$ cat config.mk
export PLATFORM = sky130hd
export DESIGN_NAME = pcib_ctrl
export DESIGN_NICKNAME = d
export VERILOG_FILES = /design/src/rtl/pcib_pkg.sv /design/src/rtl/pcib_hdr_store.sv /design/src/rtl/pcib_cfg_master.sv /design/src/rtl/pcib_io_window.sv /design/src/rtl/pcib_irq_route.sv /design/src/rtl/pcib_ctrl.sv
export SDC_FILE = /design/constraint.sdc
export NUM_CORES = 2
export LEC_CHECK = 0
export BUFFER_PORTS_ARGS = -buffer_cell sky130_fd_sc_hd__buf_4
export CAP_MARGIN = 15
export CORE_UTILIZATION = 30
export CTS_BUF_LIST = sky130_fd_sc_hd__clkbuf_4 sky130_fd_sc_hd__clkbuf_8
export DETAILED_ROUTE_END_ITERATION = 8
export HOLD_SLACK_MARGIN = 0.05
export PLACE_DENSITY = 0.53
export SLEW_MARGIN = 5
export SYNTH_ARGS = -nofsm -noshare
export SYNTH_HDL_FRONTEND = slang
export SYNTH_HIERARCHICAL = 1
export SYNTH_SLANG_ARGS = --single-unit
export TNS_END_PERCENT = 100
$ cat constraint.sdc
create_clock -name clk -period 152.6 [get_ports clk]
set_input_delay 30.52 -clock clk [delete_from_list [all_inputs] [get_ports clk]]
set_output_delay 30.52 -clock clk [all_outputs]
set_load 0.02 [all_outputs]
$ cat src/rtl/pcib_pkg.sv
package pcib_pkg;

  // Register window layout (byte offsets on the register bus)
  localparam int unsigned REG_AW = 12;
  localparam logic [REG_AW-1:0] OFS_CFG_ADDR = 12'h1C0;
  localparam logic [REG_AW-1:0] OFS_MEM_BASE = 12'h1C4;
  localparam logic [REG_AW-1:0] OFS_IO_BASE  = 12'h1C8;
  localparam logic [REG_AW-1:0] OFS_DPORT    = 12'h220;

  localparam logic [31:0] MEM_BASE_MASK = 32'hFF00_0001;

  // Header reset contents for the command/status word
  localparam logic [15:0] CMD_RST  = 16'h0080;
  localparam logic [15:0] STAT_RST = 16'h0290;

  typedef enum logic [1:0] {
    DP_IDLE = 2'd0,
    DP_BUSY = 2'd1,
    DP_DONE = 2'd2
  } dport_state_e;

endpackage

$ cat src/rtl/pcib_hdr_store.sv
module pcib_hdr_store #(
  parameter int unsigned WORDS     = 64,
  parameter int unsigned IDX_W     = $clog2(WORDS),
  parameter logic [31:0] WORD1_RST = 32'h0290_0080
) (
  input  logic             clk,
  input  logic             rst_n,
  input  logic             wr_en,
  input  logic [IDX_W-1:0] wr_idx,
  input  logic [31:0]      wr_data,
  input  logic [IDX_W-1:0] rd_idx,
  output logic [31:0]      rd_data
);

  logic [31:0] words [WORDS];

  for (genvar w = 0; w < WORDS; w++) begin : g_word
    localparam logic [31:0] RST_VAL = (w == 1) ? WORD1_RST : 32'h0;
    logic        load;
    logic [31:0] word_d;
    logic [31:0] word_q;

    assign load = wr_en && (wr_idx == IDX_W'(w));

    always_comb begin
      word_d = word_q;
      if (load) word_d = wr_data;
    end

    always_ff @(posedge clk or negedge rst_n) begin
      if (!rst_n) word_q <= RST_VAL;
      else        word_q <= word_d;
    end

    assign words[w] = word_q;
  end

  assign rd_data = words[rd_idx];

endmodule

$ cat src/rtl/pcib_cfg_master.sv
module pcib_cfg_master
  import pcib_pkg::*;
(
  input  logic        clk,
  input  logic        rst_n,
  input  logic        start,
  input  logic        start_we,
  input  logic [31:0] start_addr,
  input  logic [31:0] start_wdata,
  output logic        idle,
  output logic        done,
  output logic [31:0] rsp_data,
  output logic        cfg_req,
  output logic        cfg_we,
  output logic [31:0] cfg_addr,
  output logic [31:0] cfg_wdata,
  input  logic [31:0] cfg_rdata,
  input  logic        cfg_ack
);

  dport_state_e state_q, state_d;
  logic         we_q, we_d;
  logic [31:0]  addr_q, addr_d;
  logic [31:0]  wdata_q, wdata_d;
  logic [31:0]  rdata_q, rdata_d;
  logic         ld_cmd, ld_rsp;

  assign ld_cmd = (state_q == DP_IDLE) && start;
  assign ld_rsp = (state_q == DP_BUSY) && cfg_ack && !we_q;

  always_comb begin
    state_d = state_q;
    unique case (state_q)
      DP_IDLE: if (start)   state_d = DP_BUSY;
      DP_BUSY: if (cfg_ack) state_d = DP_DONE;
      DP_DONE:              state_d = DP_IDLE;
      default:              state_d = DP_IDLE;
    endcase
  end

  always_comb begin
    we_d    = we_q;
    addr_d  = addr_q;
    wdata_d = wdata_q;
    rdata_d = rdata_q;
    if (ld_cmd) begin
      we_d    = start_we;
      addr_d  = start_addr;
      wdata_d = start_wdata;
    end
    if (ld_rsp) rdata_d = cfg_rdata;
  end

  always_ff @(posedge clk or negedge rst_n) begin
    if (!rst_n) begin
      state_q <= DP_IDLE;
      we_q    <= 1'b0;
      addr_q  <= '0;
      wdata_q <= '0;
      rdata_q <= '0;
    end else begin
      state_q <= state_d;
      we_q    <= we_d;
      addr_q  <= addr_d;
      wdata_q <= wdata_d;
      rdata_q <= rdata_d;
    end
  end

  assign idle      = (state_q == DP_IDLE);
  assign done      = (state_q == DP_DONE);
  assign rsp_data  = rdata_q;
  assign cfg_req   = (state_q == DP_BUSY);
  assign cfg_we    = we_q;
  assign cfg_addr  = addr_q;
  assign cfg_wdata = wdata_q;

endmodule

$ cat src/rtl/pcib_io_window.sv
module pcib_io_window #(
  parameter int unsigned WIN_BITS = 18,
  parameter logic [31:0] BASE_RST = 32'hFE24_0000
) (
  input  logic                clk,
  input  logic                rst_n,
  input  logic                wr_en,
  input  logic [31:0]         wr_data,
  input  logic [31:0]         cpu_addr,
  output logic [31:0]         base,
  output logic                hit,
  output logic [WIN_BITS-1:0] offset
);

  localparam logic [31:0] BASE_MASK = (32'hFFFF_FFFF << WIN_BITS) | 32'h1;

  logic [31:0] base_q, base_d;
  logic        moves;

  // Only a change of the window position bits makes the write take effect
  assign moves = wr_en && (wr_data[31:WIN_BITS] != base_q[31:WIN_BITS]);

  always_comb begin
    base_d = base_q;
    if (moves) base_d = wr_data & BASE_MASK;
  end

  always_ff @(posedge clk or negedge rst_n) begin
    if (!rst_n) base_q <= BASE_RST;
    else        base_q <= base_d;
  end

  assign base   = base_q;
  assign hit    = (cpu_addr[31:WIN_BITS] == base_q[31:WIN_BITS]);
  assign offset = hit ? cpu_addr[WIN_BITS-1:0] : '0;

endmodule

$ cat src/rtl/pcib_irq_route.sv
module pcib_irq_route #(
  parameter int unsigned NUM_DEV   = 32,
  parameter int unsigned NUM_LINES = 4
) (
  input  logic [NUM_DEV-1:0]   dev_irq,
  output logic [NUM_LINES-1:0] irq_out
);

  function automatic logic [NUM_DEV-1:0] line_mask(input int unsigned line);
    logic [NUM_DEV-1:0] m;
    m = '0;
    for (int unsigned d = 0; d < NUM_DEV; d++) begin
      if ((d % NUM_LINES) == line) m[d] = 1'b1;
    end
    return m;
  endfunction

  for (genvar l = 0; l < NUM_LINES; l++) begin : g_line
    localparam logic [NUM_DEV-1:0] MASK = line_mask(l);
    assign irq_out[l] = |(dev_irq & MASK);
  end

endmodule

$ cat src/rtl/pcib_ctrl.sv
module pcib_ctrl
  import pcib_pkg::*;
#(
  parameter int unsigned NUM_DEV     = 32,
  parameter int unsigned NUM_LINES   = 4,
  parameter int unsigned IO_WIN_BITS = 18,
  parameter logic [31:0] IO_BASE_RST = 32'hFE24_0000,
  parameter int unsigned HDR_WORDS   = 64
) (
  input  logic                   clk,
  input  logic                   rst_n,
  input  logic                   bus_req,
  input  logic                   bus_we,
  input  logic [11:0]            bus_addr,
  input  logic [3:0]             bus_be,
  input  logic [31:0]            bus_wdata,
  output logic [31:0]            bus_rdata,
  output logic                   bus_ready,
  output logic                   cfg_req,
  output logic                   cfg_we,
  output logic [31:0]            cfg_addr,
  output logic [31:0]            cfg_wdata,
  input  logic [31:0]            cfg_rdata,
  input  logic                   cfg_ack,
  input  logic [31:0]            cpu_addr,
  output logic                   io_hit,
  output logic [IO_WIN_BITS-1:0] io_offset,
  input  logic [NUM_DEV-1:0]     dev_irq,
  output logic [NUM_LINES-1:0]   irq_out
);

  localparam int unsigned     HDR_IDX_W = $clog2(HDR_WORDS);
  localparam logic [REG_AW-1:0] HDR_END = REG_AW'(HDR_WORDS * 4);

  // Reset: asserted asynchronously, released through two flops
  logic [1:0] rst_pipe_q;
  logic       rst_n_int;

  always_ff @(posedge clk or negedge rst_n) begin
    if (!rst_n) rst_pipe_q <= 2'b00;
    else        rst_pipe_q <= {rst_pipe_q[0], 1'b1};
  end
  assign rst_n_int = rst_pipe_q[1];

  // Address decode
  logic full_word, acting;
  logic sel_hdr, sel_par, sel_mbr, sel_iob, sel_dp;
  logic wr_commit;

  assign full_word = (bus_be == 4'hF) && (bus_addr[1:0] == 2'b00);
  assign acting    = bus_req && full_word;
  assign sel_hdr   = (bus_addr < HDR_END);
  assign sel_par   = (bus_addr == OFS_CFG_ADDR);
  assign sel_mbr   = (bus_addr == OFS_MEM_BASE);
  assign sel_iob   = (bus_addr == OFS_IO_BASE);
  assign sel_dp    = (bus_addr == OFS_DPORT);
  assign wr_commit = acting && bus_we && !sel_dp;

  // Configuration address and memory base registers
  logic [31:0] par_q, par_d;
  logic [31:0] mbr_q, mbr_d;

  always_comb begin
    par_d = par_q;
    mbr_d = mbr_q;
    if (wr_commit && sel_par) par_d = bus_wdata;
    if (wr_commit && sel_mbr) mbr_d = bus_wdata & MEM_BASE_MASK;
  end

  always_ff @(posedge clk or negedge rst_n_int) begin
    if (!rst_n_int) begin
      par_q <= '0;
      mbr_q <= '0;
    end else begin
      par_q <= par_d;
      mbr_q <= mbr_d;
    end
  end

  // Own configuration header
  logic [31:0] hdr_rdata;

  pcib_hdr_store #(
    .WORDS    (HDR_WORDS),
    .IDX_W    (HDR_IDX_W),
    .WORD1_RST({STAT_RST, CMD_RST})
  ) hdr_i (
    .clk    (clk),
    .rst_n  (rst_n_int),
    .wr_en  (wr_commit && sel_hdr),
    .wr_idx (bus_addr[HDR_IDX_W+1:2]),
    .wr_data(bus_wdata),
    .rd_idx (bus_addr[HDR_IDX_W+1:2]),
    .rd_data(hdr_rdata)
  );

  // I/O window base and decode
  logic [31:0] io_base;

  pcib_io_window #(
    .WIN_BITS(IO_WIN_BITS),
    .BASE_RST(IO_BASE_RST)
  ) iow_i (
    .clk     (clk),
    .rst_n   (rst_n_int),
    .wr_en   (wr_commit && sel_iob),
    .wr_data (bus_wdata),
    .cpu_addr(cpu_addr),
    .base    (io_base),
    .hit     (io_hit),
    .offset  (io_offset)
  );

  // Data port: indirect configuration cycles
  logic        dp_idle, dp_done;
  logic [31:0] dp_rdata;

  pcib_cfg_master cfgm_i (
    .clk        (clk),
    .rst_n      (rst_n_int),
    .start      (acting && sel_dp && dp_idle),
    .start_we   (bus_we),
    .start_addr (par_q),
    .start_wdata(bus_wdata),
    .idle       (dp_idle),
    .done       (dp_done),
    .rsp_data   (dp_rdata),
    .cfg_req    (cfg_req),
    .cfg_we     (cfg_we),
    .cfg_addr   (cfg_addr),
    .cfg_wdata  (cfg_wdata),
    .cfg_rdata  (cfg_rdata),
    .cfg_ack    (cfg_ack)
  );

  // Interrupt routing
  pcib_irq_route #(
    .NUM_DEV  (NUM_DEV),
    .NUM_LINES(NUM_LINES)
  ) irq_i (
    .dev_irq(dev_irq),
    .irq_out(irq_out)
  );

  // Bus response
  logic [31:0] rd_mux;

  always_comb begin
    rd_mux = '0;
    if (sel_hdr)      rd_mux = hdr_rdata;
    else if (sel_par) rd_mux = par_q;
    else if (sel_mbr) rd_mux = mbr_q;
    else if (sel_iob) rd_mux = io_base;
    else if (sel_dp)  rd_mux = dp_rdata;
  end

  assign bus_ready = (acting && sel_dp) ? dp_done : bus_req;
  assign bus_rdata = (acting && bus_ready && !bus_we) ? rd_mux : '0;

endmodule

======== Word level (Yosys, flattened, before mapping) ========
Index checks and enable logic that the tools add are counted.
cells by class
  $lt $le $gt $ge ......................... 2
  bitwise operators ....................... 1
  muxes and demuxes ....................... 14
  equal/unequal tests ..................... 74
  reduce and logical (&&, ||, !) cells .... 91
operator list
  operator              count
  $mux 32               8
  $bmux 32 s6           1
  $eq 6x6->1 const B    32
  $eq 6x5->1 const B    16
  $logic_and 1x1->1     80
  $eq 6x4->1 const B    8
  $eq 12x9->1 const B   3
  $reduce_or 8->1       4
  $eq 6x3->1 const B    4
  $mux 18               1
  $eq 14x14->1          1
  $ne 14x14->1          1
  $eq 12x10->1 const B  1
  $eq 6x2->1 const B    2
  $lt 12x9->1 const B   1
  $ge 7x7->1 const B    1
  $not 6->7             1
  $eq 6x1->1 const B    1
  $logic_not 6->1       1
  $eq 4x4->1 const B    1
  $logic_not 2->1       2
  $mux 2                2
  $ne 2x1->1 const B    2
  $pmux 2 s2            1
  5 further kinds       7
storage, ports and cells
  word-level logic and storage cells ...... 255
  input port bits ......................... 149
  output and inout port bits .............. 122
  register bits ........................... 2205

======== Longest topological paths before layout ========
  depth after elaboration ................. 8
  mapped depth ............................ 13
  depth with buffers taken out ............ 8

======== Cells and area by module ========
The synthesis kept the hierarchy.
modules (own cells, without submodules)
  module           instances  sequential area each (um2)  area an instance (um2)  cells an instance
  pcib_hdr_store   1          51254.2                     92882.8                 5866
  pcib_cfg_master  1          2477.4                      3883.7                  216
  pcib_ctrl        1          1076.0                      3088.0                  315
  pcib_io_window   1          386.6                       1144.8                  106
  pcib_irq_route   1          0.0                         65.1                    12

======== Worst setup path after synthesis ========
OpenSTA, ideal clock, no wires.
  kind .................................... input-to-output
  start point ............................. input bus_addr[3]
  end point ............................... output bus_rdata[30]
  buffers on the path ..................... 4
  path slack .............................. 89441 ps
  data required time ...................... 122080 ps
  arrival ................................. 32639 ps
  stages .................................. 11
  cell sequence ........................... buf_4 > buf_4 > buf_4 > clkbuf_1 > mux4_2 > mux2i_1 > a21oi_1 > a21oi_1 > nor2_1 > a21oi_1 > a311oi_1
between the ends
  elaborated cells on any way between the ends .. 19
  those cells by class .................... 1 x order compare; 4 x eq/ne; 10 x mux; 1 x bitwise; 3 x reduce/logical
RTL lines
  what                                        RTL line              source
  start, declared                             pcib_ctrl.sv:14       input logic [11:0] bus_addr,
  $not 6->7 (implied by the code)             pcib_hdr_store.sv:38  assign rd_data = words[rd_idx];
  $bmux 32 s6                                 pcib_hdr_store.sv:38
  $mux 32 (implied by the code) (2 in a row)  pcib_hdr_store.sv:38
  named net hdr_rdata[30]                     pcib_ctrl.sv:81       logic [31:0] hdr_rdata;
  $mux 32                                     pcib_ctrl.sv:150      if (sel_hdr) rd_mux = hdr_rdata;
  $mux 32                                     pcib_ctrl.sv:158      assign bus_rdata = (acting && bus_ready && !bus_we) ? rd_mux : '0;
  end, declared                               pcib_ctrl.sv:17       output logic [31:0] bus_rdata,
The timed path passes the listed nets, and every way through them passes these cells. The select of a mux whose other input is x is not followed.

======== Worst setup path after layout ========
  start point ............................. input bus_addr[2]
  end point ............................... output bus_rdata[19]
The elaborated chain is that of the path after synthesis.

==> results.cfg <==
[status]
status = complete, no violations

[cts]
cts_max_path_buffers = 4
clkSinkCount = 2205
clkLatencyLatePin_ns = 1.01
cts_buffers = 380
h-tree-depth = 5
cts.clk_slew.worst_paths_ns = 0.06
cts_tree = done
cts-resized-gates = 0
postCtsHoldBufs = 0
cts_setup_buffers = 0
cts_root_buffer = clkbuf_8

[floorplan]
die_width_um = 582
core_sq_mm = 0.334
start_util = 0.302
placementRows = 212
pin_count = 271
dieArea_sq_mm = 0.339
die_y_um = 582

[layout]
nets = 6781
multi_input_area_sq_mm = 0.0432
final_common_cell = dfrtp_1
post-route-util = 0.345
ff_latch_area_sq_mm = 0.0552
area_growth_pct = 14.0
layout_common_cells = 2191 x dfrtp_1, 2043 x mux2_2, 507 x clkbuf_8, 496 x mux4_2, 370 x buf_4
drive_gt1_frac = 0.541
fillers = 32000
fin_area_sq_mm = 0.115

[sta]
hold_violations = 0
whs_ns = 0.353
finalMaxSlewViolations = 0
min_period_ns = 66.07
rsz0062_at_grt = false
tightest_slew_ns = 1.20
fin_crit_sh = 0.433
max_freq_mhz = 15.1
slew-limit-headroom = 0.202
setup_ws_ns = 86.53
clock_skew_ns = 0.0556
setup_violations = 0
fin_setup_tns_ns = 0

[yosys]
synth_top_area_cell = dfrtp_1
yosysWarnings = 6
syn_area_per_cell_sq_um = 15.5
synth_cell_types = 73
synthTopCellsByArea = dfrtp_1 54%, mux2_2 23%, mux4_2 11%
async_reset_ff_frac = 1.00
netlist.area_leader.share = 0.543
synth-seq-cells = 2205
synth_edf_count = 0
synth_ff_type = dfrtp_1
synth_seq_area_share = 0.546
synth_cells = 6515
syn_area_sq_mm = 0.101

[power_and_ir_drop]
sw_frac_of_total = 0.242
clkPwrFrac = 0.471
seqPwrFrac = 0.479
ir_worst_vdd_mv = 0.00619
p_leak_nw = 56.4
combPwrFrac = 0.049
p_sw_mw = 0.296
p_int_mw = 0.926
powerDensity_mw_per_mm2 = 10.6

[global_routing]
grt_first_pass_wirelength_um = 464000
antenna_found_initial = 20
grt_usage = 0.185
overflow = 0
first_global_vias = 64400
grt_max_degree = 188

[worst_hold_path]
min_to = rst_pipe_q[1]
hold_class = reg2reg
whs_path_depth = 0
hold_start = rst_pipe_q[0]

[placed_design]
dp_slack_ns = 86.30
port-buffer-count = 270
place_area_sq_mm = 0.107
gp_congestion = 0.774
hpwl_um = 181000

[critical_path]
critical_path_class = in2out
r2r_end = hdr_i/g_word[38].word_q[21]
rr_worst_depth = 6
arrival_ns = 35.55
rrSetupSlack_ns = 146.59
cp_max_fo = 93
worst_ep_required_time_ns = 122.08
crit_path_start_kind = input pin
endpoint_kind = output pin
r2r-start = rst_pipe_q[1]

[routing]
wirelength_um = 316000
detail_route.iter0.violations = 4651
drt_pass1_iterations = 5
vias = 59800
met1Wirelength_um = 144000
vias_per_cell = 5.29
dr.max_layer_used = met5
met3WireLength_um = 16500
dr_wl_met2_um = 148000
postRouteAntennaNets = 0
wire_per_inst_um = 28.0
remaining_drc_errors = 0

[job]
maxCapViolCount = 0
worst max path at each step:
stage                              from                 end  slack (ns)  cells after the start
after global placement      bus_addr[2]       bus_rdata[16]       86.30                     10
final                       bus_addr[2]       bus_rdata[19]       86.53                     10
after detailed placement    bus_addr[2]       bus_rdata[16]       86.30                     10
after floorplan           rst_pipe_q[1]  cfgm_i/cfg_addr[0]       86.61                      0
after global routing        bus_addr[2]       bus_rdata[16]       86.18                     10
after CTS                   bus_addr[2]       bus_rdata[16]       86.28                     10
cells in the mapped netlist (8+ instances only):
cell	count
mux4_2	496
o221ai_1	26
buf_2	147
o311a_1	23
mux2_2	2043
or2_2	10
o211ai_1	8
a311o_1	8
clkbuf_1	267
nor3_1	13
and2_1	22
a221oi_1	47
mux2_1	164
a22oi_1	31
nor4_1	12
nor2_1	85
nor2b_1	14
buf_6	30
xnor2_1	28
mux2i_1	152
nand2b_1	15
nand4_1	8
dfstp_2	13
mux2_4	30
dfrtp_1	2192
buf_4	50
o22ai_1	79
a21oi_1	84
buf_1	167
nand2_1	91
inv_1	12
o21ai_0	23
o21ai_1	39
critical path, cell delays in order:
cell	delay (ns)
buf_8	0.45
buf_4	0.62
buf_12	0.61
buf_12	0.51
mux4_2	0.58
mux4_2	0.57
o32ai_1	0.47
a21oi_1	0.31
o311a_1	0.44
buf_4	0.16
kinds of logic after synthesis:
family,count (synthesis),synth area share
mux,2885,0.376
flops,2205,0.546
buf+inv,682,0.0322
compound gates,395,0.0269
simple gates,318,0.0163
xor+xnor,28,0.00243
other cells,2,0.0000743
stage by stage:
step	instances	total power [mW]
6_report	11300	1.22
5_1_grt	11300	1.27
3_3_place_gp	10600	0.656
3_5_place_dp	10600	0.657
4_1_cts	11300	1.24
2_1_floorplan	6531	0.634
power by group through the flow:
stage / clock network, mW / logic [mW] / registers (mW)
2_1_floorplan: 0 / 0.0273 / 0.606
3_3_place_gp: 0 / 0.0604 / 0.596
3_5_place_dp: 0 / 0.0610 / 0.596
4_1_cts: 0.594 / 0.0612 / 0.585
5_1_grt: 0.620 / 0.0649 / 0.585
6_report: 0.576 / 0.0604 / 0.586
flip-flops by register name, indices dropped and copies added, names as in the netlist:
name and flops:
cfgm_i/state_q 2, cfgm_i/cfg_wdata 32, cfgm_i/cfg_we 1, hdr_i/g_word.word_q 2048, cfgm_i/rsp_data 32, cfgm_i/cfg_addr 32, iow_i/base 15, rst_pipe_q 2
par_q 32, mbr_q 9
cell type report:
class,instances,area share
sequential,2205,0.479
timing repair buffer,388,0.0264
clock inverter,50,0.00359
clock buffer,614,0.0675
inverter,13,0.000424
antenna,3,0.0000652
multi-input combinational,3644,0.375
tap,4387,0.0476
metal layers:
metal,up-vias,GRT usage
met5,-,0
met4,6,0.0513
met3,519,0.0299
met2,1642,0.298
met1,33100,0.257
li1,24500,-
Note: power is estimated with default switching activity, not from simulation.
